$ cat src/rtl/tlm_pkg.sv
package tlm_pkg;

  typedef enum logic [2:0] {
    OP_LOAD     = 3'd0,
    OP_STORE    = 3'd1,
    OP_RELEASE  = 3'd2,
    OP_WATCH_RD = 3'd3,
    OP_WATCH_WR = 3'd4
  } accOp_e;

  // strobes from control to the entry array
  typedef struct packed {
    logic setRd;
    logic setWr;
    logic setWatchRd;
    logic setWatchWr;
    logic markWord;
    logic dropRead;
    logic clearAll;
  } entryCmd_t;

  // lookup results from the entry array back to control
  typedef struct packed {
    logic anyHit;
    logic anyFree;
    logic hitWr;
    logic hitMultiWord;
    logic snpConflict;
  } lookup_t;

endpackage

$ cat src/rtl/tlm_datapath.sv
module tlm_datapath
  import tlm_pkg::*;
#(
  parameter int ADDR_W   = 32,
  parameter int ENTRIES  = 4,
  parameter int LINE_LSB = 6,
  parameter int WORD_LSB = 3
) (
  input  logic              clk,
  input  logic              rstN,
  input  logic [ADDR_W-1:0] locAddr,
  input  logic              snpValid,
  input  logic              snpWrite,
  input  logic [ADDR_W-1:0] snpAddr,
  input  entryCmd_t         cmd,
  output lookup_t           lookup
);

  localparam int TAG_W = ADDR_W - LINE_LSB;
  localparam int OFS_W = LINE_LSB - WORD_LSB;
  localparam int WORDS = 1 << OFS_W;

  logic [ENTRIES-1:0] validQ, rdQ, wrQ, watchRdQ, watchWrQ;
  logic [TAG_W-1:0]   tagQ  [ENTRIES];
  logic [WORDS-1:0]   wordQ [ENTRIES];

  logic [TAG_W-1:0] locTag, snpTag;
  logic [WORDS-1:0] wordSel;
  logic [ENTRIES-1:0] locHit, snpConf, multiWord, freeVec, selVec;
  logic grow;
  logic unusedLowBits;

  assign locTag  = locAddr[ADDR_W-1:LINE_LSB];
  assign snpTag  = snpAddr[ADDR_W-1:LINE_LSB];
  assign wordSel = WORDS'(1) << locAddr[LINE_LSB-1:WORD_LSB];
  assign unusedLowBits = ^{locAddr[WORD_LSB-1:0], snpAddr[LINE_LSB-1:0]};

  // per-entry tag match and conflict rule
  for (genvar e = 0; e < ENTRIES; e++) begin : g_match
    logic snpHit;
    assign locHit[e]    = validQ[e] && (tagQ[e] == locTag);
    assign snpHit       = validQ[e] && (tagQ[e] == snpTag);
    assign snpConf[e]   = snpHit && (snpWrite ? (rdQ[e] | wrQ[e] | watchRdQ[e] | watchWrQ[e])
                                              : (wrQ[e] | watchWrQ[e]));
    assign multiWord[e] = $countones(wordQ[e]) > 1;
  end

  // lowest free entry
  always_comb begin
    freeVec = '0;
    for (int i = 0; i < ENTRIES; i++) begin
      if (!validQ[i] && (freeVec == '0)) freeVec[i] = 1'b1;
    end
  end

  assign selVec = (|locHit) ? locHit : freeVec;
  assign grow   = cmd.setRd | cmd.setWr | cmd.setWatchRd | cmd.setWatchWr;

  always_comb begin
    lookup.anyHit       = |locHit;
    lookup.anyFree      = |freeVec;
    lookup.hitWr        = |(locHit & wrQ);
    lookup.hitMultiWord = |(locHit & multiWord);
    lookup.snpConflict  = snpValid && (|snpConf);
  end

  always_ff @(posedge clk or negedge rstN) begin
    if (!rstN) begin
      validQ <= '0; rdQ <= '0; wrQ <= '0; watchRdQ <= '0; watchWrQ <= '0;
      for (int i = 0; i < ENTRIES; i++) begin
        tagQ[i]  <= '0;
        wordQ[i] <= '0;
      end
    end else if (cmd.clearAll) begin
      validQ <= '0; rdQ <= '0; wrQ <= '0; watchRdQ <= '0; watchWrQ <= '0;
      for (int i = 0; i < ENTRIES; i++) wordQ[i] <= '0;
    end else begin
      for (int i = 0; i < ENTRIES; i++) begin
        if (selVec[i] && grow) begin
          validQ[i]   <= 1'b1;
          tagQ[i]     <= locTag;
          rdQ[i]      <= (validQ[i] & rdQ[i])      | cmd.setRd;
          wrQ[i]      <= (validQ[i] & wrQ[i])      | cmd.setWr;
          watchRdQ[i] <= (validQ[i] & watchRdQ[i]) | cmd.setWatchRd;
          watchWrQ[i] <= (validQ[i] & watchWrQ[i]) | cmd.setWatchWr;
          wordQ[i]    <= (validQ[i] ? wordQ[i] : '0) | (cmd.markWord ? wordSel : '0);
        end else if (selVec[i] && cmd.dropRead) begin
          rdQ[i]   <= 1'b0;
          wordQ[i] <= '0;
          if (!watchRdQ[i] && !watchWrQ[i]) validQ[i] <= 1'b0;
        end
      end
    end
  end

endmodule

$ cat src/rtl/tlm_ctrl.sv
module tlm_ctrl
  import tlm_pkg::*;
(
  input  logic      clk,
  input  logic      rstN,
  input  logic      txnOpen,
  input  logic      commitStrobe,
  input  logic      discardStrobe,
  input  logic      locValid,
  input  logic [2:0] locOp,
  input  logic      locTxn,
  input  lookup_t   lookup,
  output entryCmd_t cmd,
  output logic      conflictAbort,
  output logic      capacityAbort,
  output logic      gpFault,
  output logic      relFault
);

  logic active, memOp;
  logic txnLd, txnSt, watchRd, watchWr, wantLine, capMiss, relOk;
  logic conflictNext, gpNext, relNext;

  assign active   = txnOpen && !commitStrobe && !discardStrobe;
  assign memOp    = locValid && active;
  assign txnLd    = memOp && locTxn && (locOp == OP_LOAD);
  assign txnSt    = memOp && locTxn && (locOp == OP_STORE);
  assign watchRd  = memOp && (locOp == OP_WATCH_RD);
  assign watchWr  = memOp && (locOp == OP_WATCH_WR);
  assign wantLine = txnLd | txnSt | watchRd | watchWr;
  assign capMiss  = wantLine && !lookup.anyHit && !lookup.anyFree;
  assign relOk    = memOp && (locOp == OP_RELEASE) && lookup.anyHit && !lookup.hitWr;

  assign conflictNext = active && lookup.snpConflict;
  assign gpNext       = memOp && !locTxn && (locOp == OP_STORE) && lookup.anyHit && lookup.hitWr;
  assign relNext      = relOk && lookup.hitMultiWord;

  always_comb begin
    cmd.setRd      = txnLd && !capMiss;
    cmd.setWr      = txnSt && !capMiss;
    cmd.setWatchRd = watchRd && !capMiss;
    cmd.setWatchWr = watchWr && !capMiss;
    cmd.markWord   = (txnLd | txnSt) && !capMiss;
    cmd.dropRead   = relOk && !lookup.hitMultiWord;
    cmd.clearAll   = commitStrobe | discardStrobe;
  end

  always_ff @(posedge clk or negedge rstN) begin
    if (!rstN) begin
      conflictAbort <= 1'b0;
      capacityAbort <= 1'b0;
      gpFault       <= 1'b0;
      relFault      <= 1'b0;
    end else begin
      conflictAbort <= conflictNext;
      capacityAbort <= capMiss;
      gpFault       <= gpNext;
      relFault      <= relNext;
    end
  end

endmodule

$ cat src/rtl/tlm_monitor.sv
module tlm_monitor
  import tlm_pkg::*;
#(
  parameter int ADDR_W   = 32,
  parameter int ENTRIES  = 4,
  parameter int LINE_LSB = 6,
  parameter int WORD_LSB = 3
) (
  input  logic              clk,
  input  logic              rstN,
  input  logic              txnOpen,
  input  logic              commitStrobe,
  input  logic              discardStrobe,
  input  logic              locValid,
  input  logic [2:0]        locOp,
  input  logic              locTxn,
  input  logic [ADDR_W-1:0] locAddr,
  input  logic              snpValid,
  input  logic              snpWrite,
  input  logic [ADDR_W-1:0] snpAddr,
  output logic              conflictAbort,
  output logic              capacityAbort,
  output logic              gpFault,
  output logic              relFault
);

  entryCmd_t cmd;
  lookup_t   lookup;

  tlm_datapath #(
    .ADDR_W(ADDR_W), .ENTRIES(ENTRIES), .LINE_LSB(LINE_LSB), .WORD_LSB(WORD_LSB)
  ) datapath_i (
    .clk(clk), .rstN(rstN), .locAddr(locAddr),
    .snpValid(snpValid), .snpWrite(snpWrite), .snpAddr(snpAddr),
    .cmd(cmd), .lookup(lookup)
  );

  tlm_ctrl ctrl_i (
    .clk(clk), .rstN(rstN), .txnOpen(txnOpen),
    .commitStrobe(commitStrobe), .discardStrobe(discardStrobe),
    .locValid(locValid), .locOp(locOp), .locTxn(locTxn),
    .lookup(lookup), .cmd(cmd),
    .conflictAbort(conflictAbort), .capacityAbort(capacityAbort),
    .gpFault(gpFault), .relFault(relFault)
  );

endmodule

$ cat config.mk
export PLATFORM = sky130hd
export DESIGN_NAME = tlm_monitor
export DESIGN_NICKNAME = d
export VERILOG_FILES = /design/src/rtl/tlm_pkg.sv /design/src/rtl/tlm_datapath.sv /design/src/rtl/tlm_ctrl.sv /design/src/rtl/tlm_monitor.sv
export SDC_FILE = /design/constraint.sdc
export NUM_CORES = 1
export LEC_CHECK = 0
export BUFFER_PORTS_ARGS = -buffer_cell sky130_fd_sc_hd__buf_2
export CAP_MARGIN = 10
export CORE_ASPECT_RATIO = 0.75
export CORE_MARGIN = 2
export CORE_UTILIZATION = 50
export CTS_BUF_LIST = sky130_fd_sc_hd__clkbuf_4 sky130_fd_sc_hd__clkbuf_8 sky130_fd_sc_hd__clkbuf_16
export DETAILED_ROUTE_END_ITERATION = 8
export PLACE_DENSITY = 0.68
export SLEW_MARGIN = 20
export SYNTH_ARGS = -nofsm -noshare
export SYNTH_HDL_FRONTEND = slang
export SYNTH_SLANG_ARGS = --single-unit
export TNS_END_PERCENT = 30
$ cat constraint.sdc
create_clock -name clk -period 4.34 [get_ports clk]
set_clock_uncertainty 0.05 [all_clocks]
set_input_delay 0.651 -clock clk [delete_from_list [all_inputs] [get_ports clk]]
set_output_delay 0.651 -clock clk [all_outputs]
set_load 0.01 [all_outputs]
==> metrics <==
share of the clock period used by the worst path=94.4%; data required time of the critical path=4.59 ns; routability congestion estimate=1.03; Synth Warn #=0; Die Area=0.0212 mm²; Yosys top cell by area=dfrtp_1; leading cell type by number of instances after synthesis=nand2_1; later-pin clock latency in the skew report=around 0.43 ns; critical path class=reg -> reg; cell area after synthesis=0.0100 mm²; Die X-Extent=168 µm; synth top area cells=dfrtp_1 40%, xnor2_1 14%, nand2_1 6.2%, mux2_2 5.3%, xor2_1 3.8%; DR pass1 iterations=7; first-pass GRT wire length=45000 µm; final hold vios=0; initial core utilization=between 50% and 60%; gr usage total=28.5%; Vias/cell=5.93; share of cells above drive strength 1=18.7%; Final nets=1148; CTS tree=yes; Post-synth top cells=167 x nand2_1, 162 x xnor2_1, 160 x dfrtp_1, 51 x nand4_1, 49 x inv_1; share of the yosys chip area belonging to registers=39.9%; CTS sink cnt=160; crit path max fanout=9; Slew Limit Fails=0; Lkg Pwr=about 5 nW; Mapped Avg Cell Area=10.2 µm²; slew of the pin with the lowest slew margin=1.07 ns; clock buffer depth=2; fmax=0.244 GHz; Cell Pwr Density=around 340 mW/mm²; RSZ-0062 raised after global routing=no; Mapped Cells=988; initial antenna violation count=2; DP HPWL=22200 µm; Post-CTS Setup Inserts=0; Min-Delay Path Class=in -> async; largest net degree at the start of global routing=67; Seq cells post-synth=160; DRC violations left=0; Routed WL=around 29000 µm; outcome=finished, final reports clean; post-layout util=57.0%; number of global-route vias before repair=~7400; post-synthesis net count=1104; Core ar.=0.0195 mm²; Clock Pin Slew Worst Setup and Hold Paths=0.06 ns; top-area cell type share of the netlist area=39.9%; number of core rows=44; max_slew headroom=27.0%; Clk Tree Root Cell=clkbuf_16; via count=7692; Peak VDD IR=0.000252 V; P&R area growth vs syn=11.0%; number of max-cap violations=0; DRT iter0 DRCs=~790; Die Y=127 µm; hold_buf cts=0; crit path DAT=approximately 4.4 ns; Routed Antenna Nets=0; Top FF cell, synth=dfrtp_1; Post-synth ARST share=100%; Routed WL per cell=22.5 µm; min cycle time layout=a little over 4 ns; Num CTS Buffers=17; EDFF count, synth=0; GR Overflow Total=0; Setup TNS=0 ns; post-CTS resize count=0; H-tree depth=4; endpoints failing setup=0; type of origin of the critical path=flop; PortBufs=70; CP endpoint kind=flop; IO Count=80; post-synthesis cell type count=a little over 60
-- power by group --
| group | switching (mW) | internal, mW |
|---|---|---|
| registers | 0.0877 | 1.56 |
| clock network | 0.625 | 0.984 |
| logic | 0.333 | 0.212 |
-- cells in the final DEF, fill, tap and decap left out, types with 4 or more instances in the layout --
master / instances
nand3_1: 18
nor3_1: 10
a22o_1: 18
buf_12: 4
and3_1: 7
nand3b_1: 5
fa_1: 16
a2111oi_0: 4
xor2_1: 44
buf_4: 12
a31o_2: 7
and2_1: 5
nor2_1: 23
o2bb2ai_1: 9
nand4_1: 51
nand2b_1: 4
nor4_1: 14
o21ai_0: 6
buf_2: 69
a32o_1: 16
mux2_2: 47
bufinv_16: 4
dfrtp_1: 160
ha_1: 24
mux2_1: 5
nand2_1: 167
xnor2_1: 162
inv_1: 49
clkbuf_16: 17
-- area by class of cell --
type                    instances  area (µm²)
inverters                      49         184
clock buffers                  20         454
well taps                     253         317
clock inverters                10         163
flip-flops and latches        160        4000
fillers                      1705        8400
diodes                          1        2.50
repair buffers                 86         527
multi-input cells             718        5490
-- layer usage --
metal,part of all wire (%),global-route usage [%]
met5,0.24,2.06
met4,1.7,6.75
met3,12,9.80
met2,40,38.5
met1,47,43.3
-- registers in the layout, indices dropped and copies added (netlist names) --
signal and count:
datapath_i.wordQ 32, datapath_i.rdQ 4, ctrl_i.capacityAbort 1, ctrl_i.relFault 1, ctrl_i.gpFault 1, datapath_i.validQ 4
datapath_i.watchWrQ 4, datapath_i.wrQ 4, datapath_i.tagQ 104, datapath_i.watchRdQ 4, ctrl_i.conflictAbort 1
-- worst max-delay path, stage by stage, from the launching register on --
cell	delay (ns)
dfrtp_1	0.39
ha_1	0.22
fa_1	0.51
fa_1	0.55
ha_1	0.14
inv_1	0.04
fa_1	0.48
nand2_1	0.05
nor2_1	0.24
or4_1	0.17
o2111ai_2	0.15
or4_4	0.53
a31oi_4	0.31
o2bb2ai_1	0.13
-- through the flow --
stage                     setup WS [ns]  std cells  hold slack [ns]  area, µm²  power (mW)
final                             0.242       1297            0.151      11100        3.81
after global routing             0.0219       1297            0.195      11100        3.93
after CTS                         0.200       1296            0.179      11100        3.79
after detailed placement          0.210       1266            0.448      10500        2.20
after global placement            0.278       1266            0.439      10500        2.19
after floorplan                   0.653        988            0.305      10000        2.00
-- final timing paths --
check	start	to	slack, ns	depth (start not counted)
min in group clk	locOp[0]	ctrl_i.gpFault$_DFF_PN0_	0.46	3
max in group asynchronous	rstN	datapath_i.tagQ[62]$_DFFE_PN0P_	3.04	2
max reg2reg	datapath_i.wordQ[22]$_DFFE_PN0P_	datapath_i.wordQ[21]$_DFFE_PN0P_	0.24	13
min	rstN	datapath_i.tagQ[41]$_DFFE_PN0P_	0.15	1
max	datapath_i.wordQ[22]$_DFFE_PN0P_	datapath_i.wordQ[21]$_DFFE_PN0P_	0.24	13
min reg2reg	datapath_i.rdQ[0]$_DFFE_PN0P_	datapath_i.rdQ[0]$_DFFE_PN0P_	0.46	1
-- cells by family after synthesis --
logic type                 share of synthesized area, %
and+or+nand+nor                                    16.3
xor gates and xnor gates                           18.3
DFF                                                39.9
buffers and inverters                              5.50
AOI/OAI and AO/OA                                  7.73
muxes                                              6.16
adders and majority gates                          6.18
No activity file was read; power rests on OpenSTA's default activity.
